[config.mk]
export PLATFORM = sky130hd
export DESIGN_NAME = vis_point_tracker
export DESIGN_NICKNAME = d
export VERILOG_FILES = /design/src/rtl/vpt_pkg.sv /design/src/rtl/vpt_in_stage.sv /design/src/rtl/vpt_block_mask.sv /design/src/rtl/vpt_scan.sv /design/src/rtl/vis_point_tracker.sv
export SDC_FILE = /design/constraint.sdc
export NUM_CORES = 1
export LEC_CHECK = 0
export BUFFER_PORTS_ARGS = -buffer_cell sky130_fd_sc_hd__buf_2
export CORE_MARGIN = 10
export CORE_UTILIZATION = 35
export DETAILED_ROUTE_END_ITERATION = 8
export PLACE_DENSITY = 0.62
export SYNTH_ARGS = -nofsm -noshare
export SYNTH_HDL_FRONTEND = slang
export SYNTH_SLANG_ARGS = --single-unit
[constraint.sdc]
create_clock -name clk -period 11.2 [get_ports clk]
set_input_delay 2.24 -clock clk [delete_from_list [all_inputs] [get_ports clk]]
set_output_delay 2.24 -clock clk [all_outputs]
set_load 0.01 [all_outputs]
[src/rtl/vpt_pkg.sv]
package vpt_pkg;
  typedef enum logic {
    SPEC_CTRL = 1'b0,
    SPEC_ALL  = 1'b1
  } spec_mode_e;
endpackage

[src/rtl/vpt_in_stage.sv]
module vpt_in_stage #(
  parameter int DEPTH = 8,
  parameter int PTR_W = 4
) (
  input  logic                clk,
  input  logic                rst,
  input  logic                mode_in,
  input  logic [PTR_W-1:0]    head_in,
  input  logic [PTR_W-1:0]    tail_in,
  input  logic [DEPTH-1:0]    br_in,
  input  logic [DEPTH-1:0]    exc_in,
  input  logic [DEPTH-1:0]    mord_in,
  output vpt_pkg::spec_mode_e mode_q,
  output logic [PTR_W-1:0]    head_q,
  output logic [PTR_W-1:0]    tail_q,
  output logic [DEPTH-1:0]    br_q,
  output logic [DEPTH-1:0]    exc_q,
  output logic [DEPTH-1:0]    mord_q
);
  // Single capture stage; everything downstream is derived from these
  always_ff @(posedge clk) begin
    if (rst) begin
      mode_q <= vpt_pkg::SPEC_CTRL;
      head_q <= '0;
      tail_q <= '0;
      br_q   <= '0;
      exc_q  <= '0;
      mord_q <= '0;
    end else begin
      mode_q <= vpt_pkg::spec_mode_e'(mode_in);
      head_q <= head_in;
      tail_q <= tail_in;
      br_q   <= br_in;
      exc_q  <= exc_in;
      mord_q <= mord_in;
    end
  end
endmodule

[src/rtl/vpt_block_mask.sv]
module vpt_block_mask #(
  parameter int DEPTH = 8
) (
  input  vpt_pkg::spec_mode_e mode,
  input  logic [DEPTH-1:0]    br,
  input  logic [DEPTH-1:0]    exc,
  input  logic [DEPTH-1:0]    mord,
  output logic [DEPTH-1:0]    blk
);
  logic wide;
  assign wide = (mode == vpt_pkg::SPEC_ALL);

  for (genvar i = 0; i < DEPTH; i++) begin : g_ent
    assign blk[i] = br[i] | (wide & (exc[i] | mord[i]));
  end
endmodule

[src/rtl/vpt_scan.sv]
module vpt_scan #(
  parameter int DEPTH = 8,
  parameter int IDX_W = 3,
  parameter int PTR_W = 4
) (
  input  logic [PTR_W-1:0] head,
  input  logic [PTR_W-1:0] tail,
  input  logic [DEPTH-1:0] blk,
  output logic             valid,
  output logic [IDX_W-1:0] idx,
  output logic [DEPTH-1:0] safe
);
  logic [PTR_W-1:0] occ;
  assign occ   = tail - head;
  assign valid = (occ != '0);

  // Walk in age order; the first blocking entry is the last safe one
  always_comb begin
    logic             stop;
    logic [IDX_W-1:0] pos;
    stop = 1'b0;
    safe = '0;
    idx  = '0;
    for (int k = 0; k < DEPTH; k++) begin
      pos = head[IDX_W-1:0] + IDX_W'(k);
      if ((PTR_W'(k) < occ) && !stop) begin
        safe[pos] = 1'b1;
        idx       = pos;
        stop      = blk[pos];
      end
    end
  end
endmodule

[src/rtl/vis_point_tracker.sv]
module vis_point_tracker #(
  parameter int DEPTH = 8,
  localparam int IDX_W = $clog2(DEPTH),
  localparam int PTR_W = IDX_W + 1
) (
  input  logic             clk,
  input  logic             rst,
  input  logic             mode_full,
  input  logic [PTR_W-1:0] head_ptr,
  input  logic [PTR_W-1:0] tail_ptr,
  input  logic [DEPTH-1:0] br_pend,
  input  logic [DEPTH-1:0] exc_pend,
  input  logic [DEPTH-1:0] mord_pend,
  output logic             vp_valid,
  output logic [IDX_W-1:0] vp_idx,
  output logic [DEPTH-1:0] safe_vec
);
  vpt_pkg::spec_mode_e mode_q;
  logic [PTR_W-1:0] head_q, tail_q;
  logic [DEPTH-1:0] br_q, exc_q, mord_q, blk;

  vpt_in_stage #(.DEPTH(DEPTH), .PTR_W(PTR_W)) u_in (
    .clk(clk), .rst(rst), .mode_in(mode_full),
    .head_in(head_ptr), .tail_in(tail_ptr),
    .br_in(br_pend), .exc_in(exc_pend), .mord_in(mord_pend),
    .mode_q(mode_q), .head_q(head_q), .tail_q(tail_q),
    .br_q(br_q), .exc_q(exc_q), .mord_q(mord_q)
  );

  vpt_block_mask #(.DEPTH(DEPTH)) u_mask (
    .mode(mode_q), .br(br_q), .exc(exc_q), .mord(mord_q), .blk(blk)
  );

  vpt_scan #(.DEPTH(DEPTH), .IDX_W(IDX_W), .PTR_W(PTR_W)) u_scan (
    .head(head_q), .tail(tail_q), .blk(blk),
    .valid(vp_valid), .idx(vp_idx), .safe(safe_vec)
  );

  assert_empty_quiet_R2: assert property (@(posedge clk) disable iff (rst)
    (head_q == tail_q) |-> (!vp_valid && safe_vec == '0 && vp_idx == '0));

  assert_head_and_vp_safe_R6: assert property (@(posedge clk) disable iff (rst)
    vp_valid |-> (safe_vec[vp_idx] && safe_vec[head_q[IDX_W-1:0]]));

  assert_head_block_stops_R3: assert property (@(posedge clk) disable iff (rst)
    (vp_valid && blk[head_q[IDX_W-1:0]]) |->
      ($countones(safe_vec) == 1 && vp_idx == head_q[IDX_W-1:0]));

  assert_one_cycle_latency_R9: assert property (@(posedge clk) disable iff (rst)
    !$past(rst) |-> (vp_valid == ($past(head_ptr) != $past(tail_ptr))));

  assert_full_all_safe_R8: assert property (@(posedge clk) disable iff (rst)
    ((head_q ^ tail_q) == {1'b1, {IDX_W{1'b0}}} && blk == '0) |-> (&safe_vec));
endmodule

==> run_summary.xml <==
<?xml version="1.0" encoding="UTF-8"?>
<metrics>
  <group name="synth">
    <metric name="yosys-top-cells-area" unit="">dfxtp_1 (26%), nor2b_1 (9.5%), ha_1 (4.4%), mux2i_1 (3.5%), mux4_2 (3.5%)</metric>
    <metric name="yosysTopAreaCellShare" unit="%">25.8</metric>
    <metric name="synth_fp_nets" unit="">334</metric>
    <metric name="ys_async_sr_fraction" unit="%">0</metric>
    <metric name="synthesis.yosys.warnings" unit="">0</metric>
    <metric name="synth_area_leader_cell" unit="">dfxtp_1</metric>
    <metric name="synthFlopType" unit="">dfxtp_1</metric>
    <metric name="seq_area_frac_synth" unit="%">25.8</metric>
    <metric name="synth.avg_cell_area" unit="µm²">8.86</metric>
    <metric name="number_of_flops_mapped_to_enable_cells_by_yosys" unit="">0</metric>
    <metric name="yosys.cell_count.top_type" unit="">nor2b_1</metric>
    <metric name="syn-instance-count" unit="">289</metric>
    <metric name="synth.ff_latch_count" unit="">33</metric>
    <metric name="synth_commonest_cells" unit="">nor2b_1 (39), dfxtp_1 (33), nor2_1 (19)</metric>
    <metric name="syn-cell-area" unit="µm²">2560</metric>
    <metric name="ys_types" unit="">70</metric>
  </group>
  <group name="critical_path">
    <metric name="endpoint_kind" unit="">output port</metric>
    <metric name="cp_max_delay_cell" unit="">ha_1</metric>
    <metric name="critPathCapture" unit="">safe_vec[4]</metric>
    <metric name="critical_path.top_delay_family" unit="">adder cells</metric>
    <metric name="critical_path_peak_fanout" unit="">19</metric>
    <metric name="max_stage_delay" unit="ns">0.84</metric>
    <metric name="worst-path-stages" unit="">11</metric>
    <metric name="critical_path.cell_chain" unit="">inv_2 &gt; ha_1 &gt; inv_2 &gt; a32o_1 &gt; mux4_2 &gt; and3_1 &gt; and3_1 &gt; a221o_1 &gt; a31oi_1 &gt; mux2i_1 &gt; buf_2</metric>
    <metric name="startpoint" unit="">u_in.head_q[0]</metric>
    <metric name="worstPathRequired" unit="ns">8.96</metric>
    <metric name="start_kind" unit="">flip-flop</metric>
    <metric name="critPathKind" unit="">flip-flop to output port</metric>
    <metric name="worst-endpoint-arrival" unit="ns">4.65</metric>
    <metric name="critPathBufInv" unit="">3</metric>
  </group>
  <group name="global_routing">
    <metric name="grt_first_pass_wirelength" unit="µm">10800</metric>
    <metric name="grt_antenna_before_repair" unit="">0</metric>
    <metric name="grt_overflow_total" unit="">0</metric>
    <metric name="globalRouteTotalUtil" unit="%">11.6</metric>
    <metric name="number_of_global_route_vias_before_repair" unit="">2207</metric>
    <metric name="grt_start_max_net_pins" unit="">34</metric>
  </group>
  <group name="die">
    <metric name="fp.dieArea" unit="µm²">11100</metric>
    <metric name="core-area" unit="µm²">7180</metric>
    <metric name="rows" unit="">31</metric>
    <metric name="start_util" unit="%">35.7</metric>
    <metric name="dieHeight" unit="µm">106</metric>
    <metric name="num_io_pins" unit="">47</metric>
    <metric name="die_width" unit="µm">106</metric>
  </group>
  <group name="pwr">
    <metric name="design_power_total" unit="mW">0.376</metric>
    <metric name="p_leak" unit="nW">1.19</metric>
    <metric name="power-per-cell-area" unit="nW/µm²">129</metric>
    <metric name="ir_worst_vdd" unit="µV">82.1</metric>
  </group>
  <group name="route">
    <metric name="drt-vias-per-instance" unit="">5.54</metric>
    <metric name="detailedRoute.firstIterationViolations" unit="">172</metric>
    <metric name="postRouteWirelength" unit="µm">6660</metric>
    <metric name="drtPass1Iterations" unit="">5</metric>
    <metric name="drtAntennaViolNets" unit="">0</metric>
    <metric name="final_routed_drc_violation_total" unit="">0</metric>
    <metric name="avgRoutedWirePerCell" unit="µm">15.6</metric>
    <metric name="vias" unit="">2369</metric>
  </group>
  <group name="placed_design">
    <metric name="gpl.final_weighted_congestion" unit="">0.941</metric>
    <metric name="post-place-cells" unit="">421</metric>
    <metric name="io_buffer_count" unit="">46</metric>
    <metric name="place.detailed.hpwl" unit="µm">5130</metric>
  </group>
  <group name="clock_tree">
    <metric name="ctsRootBufferMaster" unit="">clkbuf_8</metric>
    <metric name="clkTransAtPathRegs" unit="ns">0.06</metric>
    <metric name="post_cts_resized" unit="">0</metric>
    <metric name="clock_sink_count" unit="">33</metric>
    <metric name="clock_tree.htree_level_count" unit="">2</metric>
    <metric name="post_cts_repair_setup_buffers" unit="">0</metric>
    <metric name="clockBufferDepth" unit="">2</metric>
    <metric name="cts.hold.buffers_added" unit="">0</metric>
    <metric name="cts_tree" unit="">yes</metric>
    <metric name="cts_buffers" unit="">5</metric>
  </group>
  <group name="sta">
    <metric name="rsz_0062_raised_after_global_routing" unit="">false</metric>
    <metric name="final-hold-violation-count" unit="">0</metric>
    <metric name="setup-violations-final" unit="">0</metric>
    <metric name="final_critical_path_time_including_i_o_delays_and_setup" unit="ns">6.89</metric>
    <metric name="finalMaxSlewViolations" unit="">0</metric>
    <metric name="hold_slack" unit="ns">2.17</metric>
    <metric name="fin_crit_sh" unit="%">61.5</metric>
    <metric name="worst_slew_pin_slew" unit="ns">0.887</metric>
    <metric name="timing.fmax" unit="GHz">0.145</metric>
    <metric name="slew_headroom" unit="%">40.8</metric>
    <metric name="fin_tns_setup" unit="ns">0</metric>
  </group>
  <group name="finish">
    <metric name="final_nets" unit="">374</metric>
    <metric name="antenna_cells_inserted" unit="">0</metric>
    <metric name="drive_gt1_share" unit="%">25.5</metric>
    <metric name="stdcell_count" unit="">428</metric>
    <metric name="area_delta_synth_final" unit="%">14.0</metric>
  </group>
  <group name="status">
    <metric name="run_status" unit="">finished, final reports clean</metric>
  </group>
  <group name="job">
    <metric name="drv.max_cap_violation_count" unit="">0</metric>
  </group>
  <group name="hold_path">
    <metric name="hold_class" unit="">input port to flip-flop</metric>
  </group>
</metrics>
## power breakdown
| group | switching (mW) | leakage [nW] | total (mW) | internal (mW) |
|---|---|---|---|---|
| Clock | 0.0376 | 0.0443 | 0.0862 | 0.0486 |
| Sequential | 0.00794 | 0.275 | 0.132 | 0.124 |
| Combinational | 0.0890 | 0.866 | 0.158 | 0.0687 |
## worst min path at each step
stage            startpoint              to  slack (ns)  cells after the start
2_1_floorplan           rst    u_in.br_q[7]        2.31                      1
3_3_place_gp    exc_pend[5]   u_in.exc_q[5]        2.45                      2
3_5_place_dp    exc_pend[1]   u_in.exc_q[1]        2.45                      2
4_1_cts         exc_pend[3]   u_in.exc_q[3]        2.16                      2
5_1_grt          br_pend[6]    u_in.br_q[6]        2.16                      2
6_report       mord_pend[4]  u_in.mord_q[4]        2.17                      2
## per-layer routing
| layer | vias up | global-route usage (%) | part of all wire [%] |
|---|---|---|---|
| met5 | - | 0 | 0 |
| met4 | 0 | 4.26 | 1.6 |
| met3 | 11 | 3.29 | 8.1 |
| met2 | 114 | 17.9 | 45 |
| met1 | 1093 | 15.1 | 46 |
| li1 | 1151 | - | - |
## metrics by stage
step	worst slack, ns	cell area [µm²]	util [%]
floorplan	5.88	2560	-
detailed placement	4.67	2830	39.5
finish	4.31	2920	40.7
global placement	4.74	2830	39.5
CTS	4.36	2920	40.7
global route	3.90	2920	40.7
## placed cells by master, fill, tap and decap left out, drive strengths merged, types with 3 or more instances in the layout
cell | Yosys | layout
buf | 10 | 47
nor2b | 39 | 39
dfxtp | 33 | 33
nor2 | 20 | 20
nand2 | 18 | 18
inv | 11 | 11
o21ai | 11 | 11
o22ai | 10 | 10
mux2i | 9 | 9
ha | 9 | 9
a21oi | 8 | 8
clkbuf | 4 | 7
nor3 | 6 | 6
a21o | 5 | 5
nand3 | 5 | 5
a32o | 5 | 5
a221oi | 5 | 5
mux4 | 4 | 4
nand2b | 4 | 4
and3 | 4 | 4
mux2 | 4 | 4
a31oi | 4 | 4
o21a | 4 | 4
nand3b | 3 | 3
xor2 | 3 | 3
or3 | 3 | 3
xnor2 | 3 | 3
o311ai | 3 | 3
or2 | 3 | 3
o32ai | 3 | 3
## sequential cells by signal, indices dropped and copies added, names as in the netlist
name,count
u_in.exc_q,8
u_in.head_q,4
u_in.tail_q,4
u_in.br_q,8
u_in.mode_q,1
u_in.mord_q,8
## layout make-up
class	count	area [µm²]
Multi-Input combinational cell	231	1770
Inverter	11	41.3
Sequential cell	33	661
Fill cell	712	4260
Timing Repair Buffer	47	238
Tap cell	99	124
Clock buffer	7	86.3
## logic make-up after synthesis
family                     after synthesis  synth area share (%)
AOI/OAI and AO/OA                       85                  27.5
xor gates and xnor gates                 6                  3.22
adders and majority gates               10                  5.18
buffers and inverters                   25                  5.08
DFF                                     33                  25.8
muxes                                   17                  8.79
and+or+nand+nor                        113                  24.4
Power figures use the tool's default switching activity.
